**src/rtl/wdog_pkg.sv**
```systemverilog
package wdog_pkg;
  typedef enum logic {
    SEL_RELOAD = 1'b0,
    SEL_CTRL   = 1'b1
  } wdog_sel_e;

  localparam int CTRL_START_BIT = 0;
endpackage

```
**src/rtl/wdog_strap.sv**
```systemverilog
module wdog_strap (
  input  logic clk,
  input  logic por_n,
  input  logic rst_active,
  input  logic strap,
  output logic strap_q,
  output logic hw_start
);
  logic rst_prev_q;

  always_ff @(posedge clk or negedge por_n) begin
    if (!por_n) begin
      strap_q    <= 1'b0;
      rst_prev_q <= 1'b0;
    end else begin
      rst_prev_q <= rst_active;
      if (rst_active) strap_q <= strap;
    end
  end

  assign hw_start = rst_prev_q & ~rst_active & strap_q;

  // captured level is frozen outside reset
  a_r9_strap_frozen: assert property (@(posedge clk) disable iff (!por_n)
    !rst_active |=> $stable(strap_q));
endmodule

```
**src/rtl/wdog_runlatch.sv**
```systemverilog
module wdog_runlatch (
  input  logic clk,
  input  logic por_n,
  input  logic rst_active,
  input  logic strap,
  input  logic hw_start,
  input  logic sw_start,
  output logic run_q
);
  logic stop_req;
  assign stop_req = rst_active & ~strap;

  always_ff @(posedge clk or negedge por_n) begin
    if (!por_n)                   run_q <= 1'b0;
    else if (stop_req)            run_q <= 1'b0;
    else if (hw_start | sw_start) run_q <= 1'b1;
  end

  // only a strap-low external reset clears the latch
  a_r10_run_sticky: assert property (@(posedge clk) disable iff (!por_n)
    (run_q && !(rst_active && !strap)) |=> run_q);
  // no start without a start source
  a_r8_no_spurious_start: assert property (@(posedge clk) disable iff (!por_n)
    (!run_q && !hw_start && !sw_start) |=> !run_q);
endmodule

```
**src/rtl/wdog_reload.sv**
```systemverilog
module wdog_reload #(
  parameter int RELOAD_W = 7
) (
  input  logic                clk,
  input  logic                por_n,
  input  logic                clr,
  input  logic                wr,
  input  logic [RELOAD_W-1:0] wr_val,
  output logic [RELOAD_W-1:0] reload_q
);
  always_ff @(posedge clk or negedge por_n) begin
    if (!por_n)   reload_q <= '0;
    else if (clr) reload_q <= '0;
    else if (wr)  reload_q <= wr_val;
  end

  // any reset source empties the register
  a_r4_clear_empties: assert property (@(posedge clk) disable iff (!por_n)
    clr |=> (reload_q == '0));
endmodule

```
**src/rtl/wdog_counter.sv**
```systemverilog
module wdog_counter #(
  parameter int RELOAD_W = 7,
  parameter int FINE_W   = 8
) (
  input  logic                clk,
  input  logic                por_n,
  input  logic                rst_active,
  input  logic                run,
  input  logic                load_req,
  input  logic                tick,
  input  logic [RELOAD_W-1:0] reload,
  output logic                expire
);
  localparam int CNT_W = RELOAD_W + FINE_W;
  localparam logic [CNT_W-1:0] BASE_VAL = {{RELOAD_W{1'b0}}, {FINE_W{1'b1}}};

  logic [CNT_W-1:0] cnt_q;
  logic [CNT_W-1:0] load_val;

  assign load_val = {reload, {FINE_W{1'b1}}};
  assign expire   = run & ~rst_active & ~load_req & tick & (cnt_q == '0);

  always_ff @(posedge clk or negedge por_n) begin
    if (!por_n)              cnt_q <= BASE_VAL;
    else if (rst_active)     cnt_q <= BASE_VAL;
    else if (load_req)       cnt_q <= load_val;
    else if (expire)         cnt_q <= BASE_VAL;
    else if (run && tick)    cnt_q <= cnt_q - 1'b1;
  end

  // a stopped counter holds
  a_r12_halt_when_stopped: assert property (@(posedge clk) disable iff (!por_n)
    (!run && !load_req && !rst_active) |=> $stable(cnt_q));
  // a load takes the reload value
  a_r6_load_value: assert property (@(posedge clk) disable iff (!por_n)
    (load_req && !rst_active) |=> (cnt_q[FINE_W-1:0] == {FINE_W{1'b1}}));
endmodule

```
**src/rtl/wdog_core.sv**
```systemverilog
module wdog_core #(
  parameter int RELOAD_W = 7,
  parameter int FINE_W   = 8,
  parameter int WR_W     = 8
) (
  input  logic            clk,
  input  logic            por_n,
  input  logic            hw_rst_n,
  input  logic            pd_rst,
  input  logic            strap_pin,
  input  logic            wr_en,
  input  logic            wr_sel,
  input  logic [WR_W-1:0] wr_data,
  input  logic            refresh,
  input  logic            tick,
  output logic            wdt_rst,
  output logic            running,
  output logic            save_inhibit
);
  import wdog_pkg::*;

  logic rst_active, hw_start, sw_start, wr_reload, load_req, expire, run_q;
  logic [RELOAD_W-1:0] reload_q;
  logic wdt_rst_q;
  logic unused_wr_bits;

  assign rst_active     = ~hw_rst_n;
  assign sw_start       = wr_en & (wr_sel == SEL_CTRL) & wr_data[CTRL_START_BIT] & ~rst_active;
  assign wr_reload      = wr_en & (wr_sel == SEL_RELOAD) & ~rst_active;
  assign load_req       = hw_start | (sw_start & ~run_q) | (refresh & run_q);
  assign unused_wr_bits = ^wr_data;

  wdog_strap u_strap (
    .clk(clk), .por_n(por_n), .rst_active(rst_active), .strap(strap_pin),
    .strap_q(save_inhibit), .hw_start(hw_start)
  );

  wdog_runlatch u_run (
    .clk(clk), .por_n(por_n), .rst_active(rst_active), .strap(strap_pin),
    .hw_start(hw_start), .sw_start(sw_start), .run_q(run_q)
  );

  wdog_reload #(.RELOAD_W(RELOAD_W)) u_reload (
    .clk(clk), .por_n(por_n), .clr(rst_active | pd_rst | expire),
    .wr(wr_reload), .wr_val(wr_data[RELOAD_W-1:0]), .reload_q(reload_q)
  );

  wdog_counter #(.RELOAD_W(RELOAD_W), .FINE_W(FINE_W)) u_cnt (
    .clk(clk), .por_n(por_n), .rst_active(rst_active), .run(run_q),
    .load_req(load_req), .tick(tick), .reload(reload_q), .expire(expire)
  );

  always_ff @(posedge clk or negedge por_n) begin
    if (!por_n) wdt_rst_q <= 1'b0;
    else        wdt_rst_q <= expire;
  end

  assign wdt_rst = wdt_rst_q;
  assign running = run_q;

  // pulse is one clock wide
  a_r3_pulse_single: assert property (@(posedge clk) disable iff (!por_n)
    wdt_rst |=> !wdt_rst);
  // own reset leaves the latch set
  a_r4_run_survives: assert property (@(posedge clk) disable iff (!por_n)
    wdt_rst |-> running);
  // no pulse unless running in the previous cycle
  a_r12_no_pulse_stopped: assert property (@(posedge clk) disable iff (!por_n)
    !running |=> !wdt_rst);
  // inhibit only moves during external reset
  a_r9_inhibit_hold: assert property (@(posedge clk) disable iff (!por_n)
    hw_rst_n |=> $stable(save_inhibit));
endmodule

```
**config.mk**
```make
export PLATFORM = sky130hd
export DESIGN_NAME = wdog_core
export DESIGN_NICKNAME = d
export VERILOG_FILES = /design/src/rtl/wdog_pkg.sv /design/src/rtl/wdog_strap.sv /design/src/rtl/wdog_runlatch.sv /design/src/rtl/wdog_reload.sv /design/src/rtl/wdog_counter.sv /design/src/rtl/wdog_core.sv
export SDC_FILE = /design/constraint.sdc
export NUM_CORES = 1
export LEC_CHECK = 0
export ABC_AREA = 1
export CAP_MARGIN = 20
export CORE_MARGIN = 3
export CORE_UTILIZATION = 60
export CTS_CLUSTER_SIZE = 10
export DETAILED_ROUTE_END_ITERATION = 8
export GPL_TIMING_DRIVEN = 0
export PLACE_DENSITY = 0.85
export SLEW_MARGIN = 20
export SYNTH_ARGS = -nofsm -noshare
export SYNTH_HDL_FRONTEND = slang
export SYNTH_SLANG_ARGS = --single-unit
```
**constraint.sdc**
```tcl
create_clock -name clk -period 3.94 [get_ports clk]
set_clock_uncertainty 0.1 [all_clocks]
set_input_delay 0.985 -clock clk [delete_from_list [all_inputs] [get_ports clk]]
set_output_delay 0.985 -clock clk [all_outputs]
set_load 0.02 [all_outputs]
```
**Word level (Yosys, flattened, before mapping)**

Index checks and enable logic that the tools add are counted.

- Flip-flop bits (word level): 26
- Input bits: 17
- Output and inout bits: 3

- Add/subtract/negate cells: 1
- Equality and inequality tests: 1
- Multiplexer cells: 8
- Bitwise operators: 24
- Reductions and logical operators: 4

Operators with widths:

| kind | count |
|---|---|
| 15-bit 2-to-1 mux | 4 |
| 15-bit logical NOT | 1 |
| 15-bit by 1-bit subtractor with 15-bit output, second input constant | 1 |
| 1-bit AND | 14 |
| 7-bit 2-to-1 mux | 2 |
| 1-bit NOT | 5 |
| 1-bit OR | 5 |
| 4-bit by 1-bit != test with 1-bit output, second input constant | 1 |
| 2-bit nonzero test | 2 |
| 1-bit 2-to-1 mux | 2 |
| 1-bit logical AND | 1 |

**Longest topological paths before layout**

Gate-level depths: netlist (run 1).

- Word-level depth: 13
- Gate-level depth with buffers: 13
- Mapped depth without buffers: 13

**Hierarchy**

A second synthesis (run 1) with hierarchy kept.

- Cell total of the unflattened synthesis: 230
- Area total of the unflattened synthesis: 1630.3 um^2

By module, submodules not included:

| module | instances | cells each | area each (um^2) | sequential area each (um^2) |
|---|---|---|---|---|
| wdog_counter | 1 | 172 | 1132.3 | 385.4 |
| wdog_reload | 1 | 31 | 297.8 | 175.2 |
| wdog_strap | 1 | 8 | 77.6 | 50.0 |
| wdog_core | 1 | 13 | 73.8 | 25.0 |
| wdog_runlatch | 1 | 6 | 48.8 | 25.0 |

**Worst setup path after synthesis (run 1)**

No wires, ideal clock.

- Path type: input-to-reg
- From: input wr_en
- To: register u_cnt.cnt_q[1]
- Library setup time: 0.085 ns
- Arrival: 1.894 ns
- Setup slack: 1.861 ns
- Cell stages on the path: 11
- Cell sequence: buf_2 > nand2_1 > nor2_1 > nand2_1 > nand2_4 > nor2_8 > nand2_4 > inv_4 > buf_6 > nand2_1 > o211ai_2

- Word-level cells in the longest chain between the ends: 13
- Elaborated cells on any way between the ends: 14

RTL lines:

| item | line | source |
|---|---|---|
| start, declared | wdog_core.sv:11 | `input logic wr_en,` |
| 1-bit AND * (3 in series) | wdog_core.sv:28 | `assign sw_start = wr_en & (wr_sel == SEL_CTRL) & wr_data[CTRL_START_BIT] & ~rst_active;` |
| 1-bit AND * | wdog_core.sv:30 | `assign load_req = hw_start \| (sw_start & ~run_q) \| (refresh & run_q);` |
| 1-bit OR * (2 in series) | wdog_core.sv:30 |  |
| 1-bit NOT | wdog_counter.sv:21 | `assign expire = run & ~rst_active & ~load_req & tick & (cnt_q == '0);` |
| 1-bit AND (3 in series) | wdog_counter.sv:21 |  |
| 15-bit 2-to-1 mux | wdog_counter.sv:27 | `else if (expire) cnt_q <= BASE_VAL;` |
| 15-bit 2-to-1 mux | wdog_counter.sv:26 | `else if (load_req) cnt_q <= load_val;` |
| 15-bit 2-to-1 mux | wdog_counter.sv:25 | `else if (rst_active) cnt_q <= BASE_VAL;` |
| end signal, assigned | wdog_counter.sv:26 |  |
| end signal, assigned | wdog_counter.sv:28 | `else if (run && tick) cnt_q <= cnt_q - 1'b1;` |
| end, declared | wdog_counter.sv:17 | `logic [CNT_W-1:0] cnt_q;` |

Every way passes the cells marked *; elsewhere a longest branch is shown, timed or not.
A chain may end at the register's enable or synchronous reset.

**Worst setup path in the final report (run 1)**

- From: register u_run.run_q
- To: output running

RTL lines:

| item | line | source |
|---|---|---|
| start, declared | wdog_runlatch.sv:8 | `output logic run_q` |
| start signal, assigned | wdog_runlatch.sv:14 | `if (!por_n) run_q <= 1'b0;` |
| start signal, assigned | wdog_runlatch.sv:15 | `else if (stop_req) run_q <= 1'b0;` |
| start signal, assigned | wdog_runlatch.sv:16 | `else if (hw_start \| sw_start) run_q <= 1'b1;` |
| end, declared | wdog_core.sv:17 | `output logic running,` |

No word-level cell between the ends.

==> impl_metrics.ini, run 1 <==
[outcome]
outcome = finished clean

[finish]
multi_input_area_um2 = 885
regArea_um2 = 661
area_delta_synth_final_pct = 14.9
n_fill_cell = 202
final_cell_area_um2 = 1970
antenna_cells = 0
final_util_pct = 76.0
drive_gt1_share_pct = 14.0
layout.nets = 284

[synthesis]
synth_top_family_by_area = simple AND/OR/NAND/NOR gates
yosys.area.top_type = dfrtp_1
synth.distinct_cells = 30
netlist_area_um2 = 1710
synthAdderAreaFrac_pct = 1.46
ys_warn_count = 0
syn_inst = 243
synth_commonest_cells = 88 x nand2_1, 32 x nor2_1, 26 x inv_1, 25 x nand3_1, 18 x dfrtp_1
synth.most_common_cell = nand2_1
synth.top_cell.area_share_pct = 26.3
synth_enable_flop_cells = 0
synth-seq-cells = 26
yosys-top-cells-area = dfrtp_1 26%, nand2_1 19%, dfstp_2 12%
synth-main-ff-cell = dfrtp_1
synth-async-reset-ratio_pct = 100
synth_nets = 262
synth_compound_area_share_pct = 10.0
syn_area_per_cell_um2 = 7.05
synthSimpleGateAreaFrac_pct = 39.7
synth_mux_area_share_pct = 0
ys_seq_area_share_pct = 38.6
synth_xor_area_share_pct = 0.511

[grt]
grt_pass1_vias = 1486
antenna_found_initial = 0
grt-ovfl-total = 0
grt_first_pass_wirelength_um = 6230
grt_max_degree = 27
track_usage_pct = 23.1

[power_and_ir_drop]
p_leak_nw = 0.971
p_total_uw = 586
peakVddDrop_uv = 279
cellPowerDensity_nw_per_um2 = 298

[clock_network]
holdBufCountCts = 0
clock_sinks = 26
clockRootBuffer = clkbuf_4
cts_resized = 0
numCtsBuffers = 3
clkLatencyLatePin_ns = 0.33
cts_tree = yes
path_clk_slew_ns = 0.14
cts_max_path_buffers = 2
htreeDepth = 1
postCtsSetupBuffers = 0

[place]
detailed_place.area_um2 = 1920
gp_congestion = 0.879
portBuffers = 17
dp_hpwl_um = 2650

[drt]
drc = 0
ant_nets = 0
drtPass1Iterations = 7
wire_per_inst_um = 11.7
drt-initial-drc-count = 99
routed-via-count = 1546
drt-vias-per-instance = 5.26
wl_um = 3430

[setup_path]
endpoint = running
crit_chain = clkdlybuf4s50_1
worstRegToRegCells = 11
cp_slowest_stage_delay_ns = 0.64
path_buf_inv = 1
critPathCaptureType = output port
arrival_ns = 1.40
crit_slowest_cell = clkdlybuf4s50_1
r2r_start = u_cnt.cnt_q[1]
critical_path_required_ns = 2.85
ff2ff_setup_slack_ns = 2.20
worst_setup_path_start_kind = flip-flop
critical_path.top_delay_family = buffers and inverters
reg2reg_to = u_reload.reload_q[2]
crit_cells = 1
startpoint = u_run.run_q
timing_worst_setup_path_type = reg -> out
critPathMaxFanout = 5

[hold_path]
holdCritPathClass = reg -> reg

[timing]
tns_ns = 0
tightest_slew_ns = 0.562
fmaxAchievable_ghz = 0.402
finalSetupViolations = 0
maxSlewViolCount = 0
finalCriticalPeriod_ns = 2.48
post-route-period-util_pct = 63.1
hold_violations = 0
slew_headroom_pct = 62.5
rsz0062_at_grt = false

[die]
rows = 18
start_util_pct = 66.1
io_pins = 20
die_x_um = 59.4
die_h_um = 59.4
core-area_um2 = 2590
dieArea_um2 = 3530

[run]
drv_cap = 0
## cell usage in the layout (no fill, tap or decap), drive strengths merged, types with 2 or more instances in the layout
| master | n |
|---|---|
| a21oi | 8 |
| buf | 4 |
| bufinv | 2 |
| clkbuf | 3 |
| clkdlybuf4s50 | 16 |
| dfrtp | 18 |
| dfstp | 8 |
| ha | 2 |
| inv | 31 |
| nand2 | 91 |
| nand3 | 25 |
| nor2 | 34 |
| o21ai | 9 |
| o21bai | 5 |
## power breakdown
group / switching [mW] / internal (mW) / total, mW
combinational: 0.0680 / 0.0456 / 0.114
sequential: 0.00774 / 0.280 / 0.288
clock: 0.0818 / 0.103 / 0.185
## area by class of cell
type | instances | area share (%)
clock inverter | 1 | 1.53
multi-input combinational | 181 | 44.9
tap | 30 | 1.91
sequential | 26 | 33.6
timing repair buffer | 17 | 8.39
clock buffer | 3 | 1.14
buffer | 3 | 1.40
inverter | 33 | 7.12
## through the flow
stage / setup slack, ns / hold WS (ns) / instances
6_report: 1.46 / 0.404 / 294
3_3_place_gp: 1.24 / 0.374 / 290
3_5_place_dp: 1.21 / 0.387 / 290
2_1_floorplan: 1.86 / 0.361 / 243
4_1_cts: 1.44 / 0.407 / 294
5_1_grt: 1.38 / 0.436 / 294
## kinds of logic after synthesis
family,Yosys count
compound gates,24
xor+xnor,1
fa+ha+maj,2
buf+inv,36
flops,26
simple gates,154
## worst register-to-register path, cell delays in order, from the launching register on
cell      delay [ns]
dfstp_2         0.56
inv_1           0.05
ha_1            0.19
inv_1           0.06
nor2_1          0.04
nand2_1         0.06
nor2_1          0.04
nand2_1         0.10
clkinv_1        0.11
nand2_4         0.11
nand3b_4        0.14
a21oi_2         0.13
## sequential cells by signal, summed over array words and instances (netlist names)
| name | cells |
|---|---|
| wdt_rst | 1 |
| u_cnt.cnt_q | 15 |
| u_strap.strap_q | 1 |
| u_run.run_q | 1 |
| u_strap.rst_prev_q | 1 |
| u_reload.reload_q | 7 |
## routing by layer
layer	up-vias	GRT usage [%]	share of wire, %
li1	806	-	-
met1	693	29.0	46
met2	43	40.1	49
met3	4	3.27	4.3
met4	0	7.77	0.93
met5	-	0	0
## worst min-delay path by stage
stage                     slack, ns              to      startpoint  cells past startpoint
final                          0.40  u_cnt.cnt_q[6]  u_cnt.cnt_q[6]                      2
after global routing           0.44  u_cnt.cnt_q[6]  u_cnt.cnt_q[6]                      2
after CTS                      0.41  u_cnt.cnt_q[6]  u_cnt.cnt_q[6]                      2
after detailed placement       0.39  u_cnt.cnt_q[6]  u_cnt.cnt_q[6]                      2
after global placement         0.37  u_cnt.cnt_q[6]  u_cnt.cnt_q[6]                      2
after floorplan                0.36  u_cnt.cnt_q[6]  u_cnt.cnt_q[6]                      2
Power figures use the tool's default switching activity.
==> run 2: changes to the inputs <==
--- a/config.mk
+++ b/config.mk
@@ -8,11 +8,11 @@
 export ABC_AREA = 1
 export CAP_MARGIN = 20
 export CORE_MARGIN = 3
-export CORE_UTILIZATION = 60
+export CORE_UTILIZATION = 55
 export CTS_CLUSTER_SIZE = 10
 export DETAILED_ROUTE_END_ITERATION = 8
 export GPL_TIMING_DRIVEN = 0
-export PLACE_DENSITY = 0.85
+export PLACE_DENSITY = 0.79
 export SLEW_MARGIN = 20
 export SYNTH_ARGS = -nofsm -noshare
 export SYNTH_HDL_FRONTEND = slang
==> constraint.sdc (replaced) <==
create_clock -name clk -period 2.45 [get_ports clk]
set_clock_uncertainty 0.1 [all_clocks]
set_input_delay 0.6125 -clock clk [delete_from_list [all_inputs] [get_ports clk]]
set_output_delay 0.6125 -clock clk [all_outputs]
set_load 0.02 [all_outputs]
==> run 2 against run 1 <==
Compared with the run above: sequential share of layout area is 0.26 points higher; worst setup slack worse by 1.1 ns; power is 48% higher; largest power group unchanged; final area is 0.76% lower; combinational power is 59% higher; wire length is 1.9% lower; critical endpoint unchanged; clock-buffer cell count is 1 higher.
==> impl_metrics.ini, run 2 (synthesis results as in run 1) <==
[outcome]
outcome = finished clean

[clock_network]
cts_tree = yes
htreeDepth = 1
clkLatencyLatePin_ns = 0.32
cts_resized = 0
clockRootBuffer = clkbuf_4
numCtsBuffers = 3
clock_sinks = 26
postCtsSetupBuffers = 0
path_clk_slew_ns = 0.15
holdBufCountCts = 0
cts_max_path_buffers = 2

[timing]
post-route-period-util_pct = 86.2
rsz0062_at_grt = false
fmaxAchievable_ghz = 0.474
slew_headroom_pct = 60.7
maxSlewViolCount = 0
hold_violations = 0
finalCriticalPeriod_ns = 2.11
finalSetupViolations = 0
tightest_slew_ns = 0.590
tns_ns = 0

[finish]
mostFrequentLayoutCells = 88 x nand2_1, 32 x nor2_1, 26 x inv_1
final_common_cell = nand2_1
largest_reg_flops = 15
reg_top3 = u_cnt.cnt_q: 15 flops, u_reload.reload_q: 7 flops
final_cell_area_um2 = 1950
layout.nets = 284
fin_cells = 295
antenna_cells = 0
final_util_pct = 68.5
drive_gt1_share_pct = 14.0
max_flop_register = u_cnt.cnt_q
regArea_um2 = 661
n_fill_cell = 261
multi_input_area_um2 = 885
area_delta_synth_final_pct = 14.0

[die]
dieArea_um2 = 3820
die_x_um = 61.8
start_util_pct = 60.0
rows = 19
core-area_um2 = 2850
io_pins = 20
die_h_um = 61.8

[grt]
antenna_found_initial = 0
grt_pass1_vias = 1376
grt_max_degree = 27
grt_first_pass_wirelength_um = 5850
track_usage_pct = 20.2
grt-ovfl-total = 0

[setup_path]
r2r_start = u_cnt.cnt_q[1]
crit_slowest_cell = clkdlybuf4s50_1
critPathCaptureType = output port
ff2ff_setup_slack_ns = 0.68
worstRegToRegCells = 11
path_buf_inv = 1
critical_path.top_delay_family = buffers and inverters
cp_slowest_stage_delay_ns = 0.63
worst_setup_path_start_kind = flip-flop
critPathMaxFanout = 5
timing_worst_setup_path_type = reg -> out
arrival_ns = 1.40
crit_chain = clkdlybuf4s50_1
critical_path_required_ns = 1.74
reg2reg_to = u_reload.reload_q[6]

[place]
gp_congestion = 0.906
detailed_place.area_um2 = 1920
dp_hpwl_um = 2600
portBuffers = 17
dpl.cell_count = 291

[power_and_ir_drop]
p_total_uw = 868
p_leak_nw = 0.964
cellPowerDensity_nw_per_um2 = 445
peakVddDrop_uv = 285

[drt]
wl_um = 3360
drc = 0
drt-vias-per-instance = 5.05
drt-initial-drc-count = 125
routed-via-count = 1491
drtPass1Iterations = 5
wire_per_inst_um = 11.4
ant_nets = 0

[run]
drv_cap = 0

[hold_path]
holdCritPathClass = in -> async
run 2: cell count changes in the layout (fill, tap and decap cells not counted):
| cell | delta |
|---|---|
| bufinv_16 | -1 |
| clkbuf_8 | +1 |
run 2: worst max-delay path by stage:
| stage | startpoint | endpoint | slack, ns | cells past startpoint |
|---|---|---|---|---|
| after floorplan | wr_en | u_cnt.cnt_q[1] | 0.74 | 11 |
| after detailed placement | hw_rst_n | u_cnt.cnt_q[1] | 0.1 | 9 |
| after CTS | u_run.run_q | running | 0.34 | 1 |
| after global placement | hw_rst_n | u_cnt.cnt_q[1] | 0.1 | 9 |
| final | u_run.run_q | running | 0.34 | 1 |
| after global routing | hw_rst_n | u_cnt.cnt_q[9] | 0.27 | 11 |
run 2: layout make-up:
cell class / instances / area share [%]
buffer: 3 / 1.41
clock buffer: 4 / 1.86
inverter: 33 / 7.17
multi-input combinational: 181 / 45.3
sequential: 26 / 33.8
tap: 31 / 1.99
timing repair buffer: 17 / 8.46
run 2: stage by stage:
stage	hold slack (ns)	setup WS, ns
floorplan	0.217	0.743
global placement	0.374	0.0992
detailed placement	0.385	0.0993
CTS	0.182	0.337
global route	0.189	0.266
finish	0.165	0.339
run 2: per-layer routing:
layer	share of wire, %	up-vias	GRT usage [%]
li1	-	806	-
met1	48	646	27.7
met2	47	37	33.8
met3	4.5	2	2.27
met4	0.45	0	5.45
met5	0	-	0
run 2: worst register-to-register path, stage by stage, from the launching register on:
cell and delay, ns:
dfstp_2 0.57, inv_1 0.06, ha_1 0.19, inv_1 0.06
nor2_1 0.03, nand2_1 0.06, nor2_1 0.04, nand2_1 0.11
clkinv_1 0.12, nand2_4 0.11, nand3b_4 0.14, a21oi_2 0.13
run 2: power by group:
part	internal [mW]	switching [mW]
registers	0.451	0.0124
clock network	0.0909	0.133
logic	0.0732	0.108
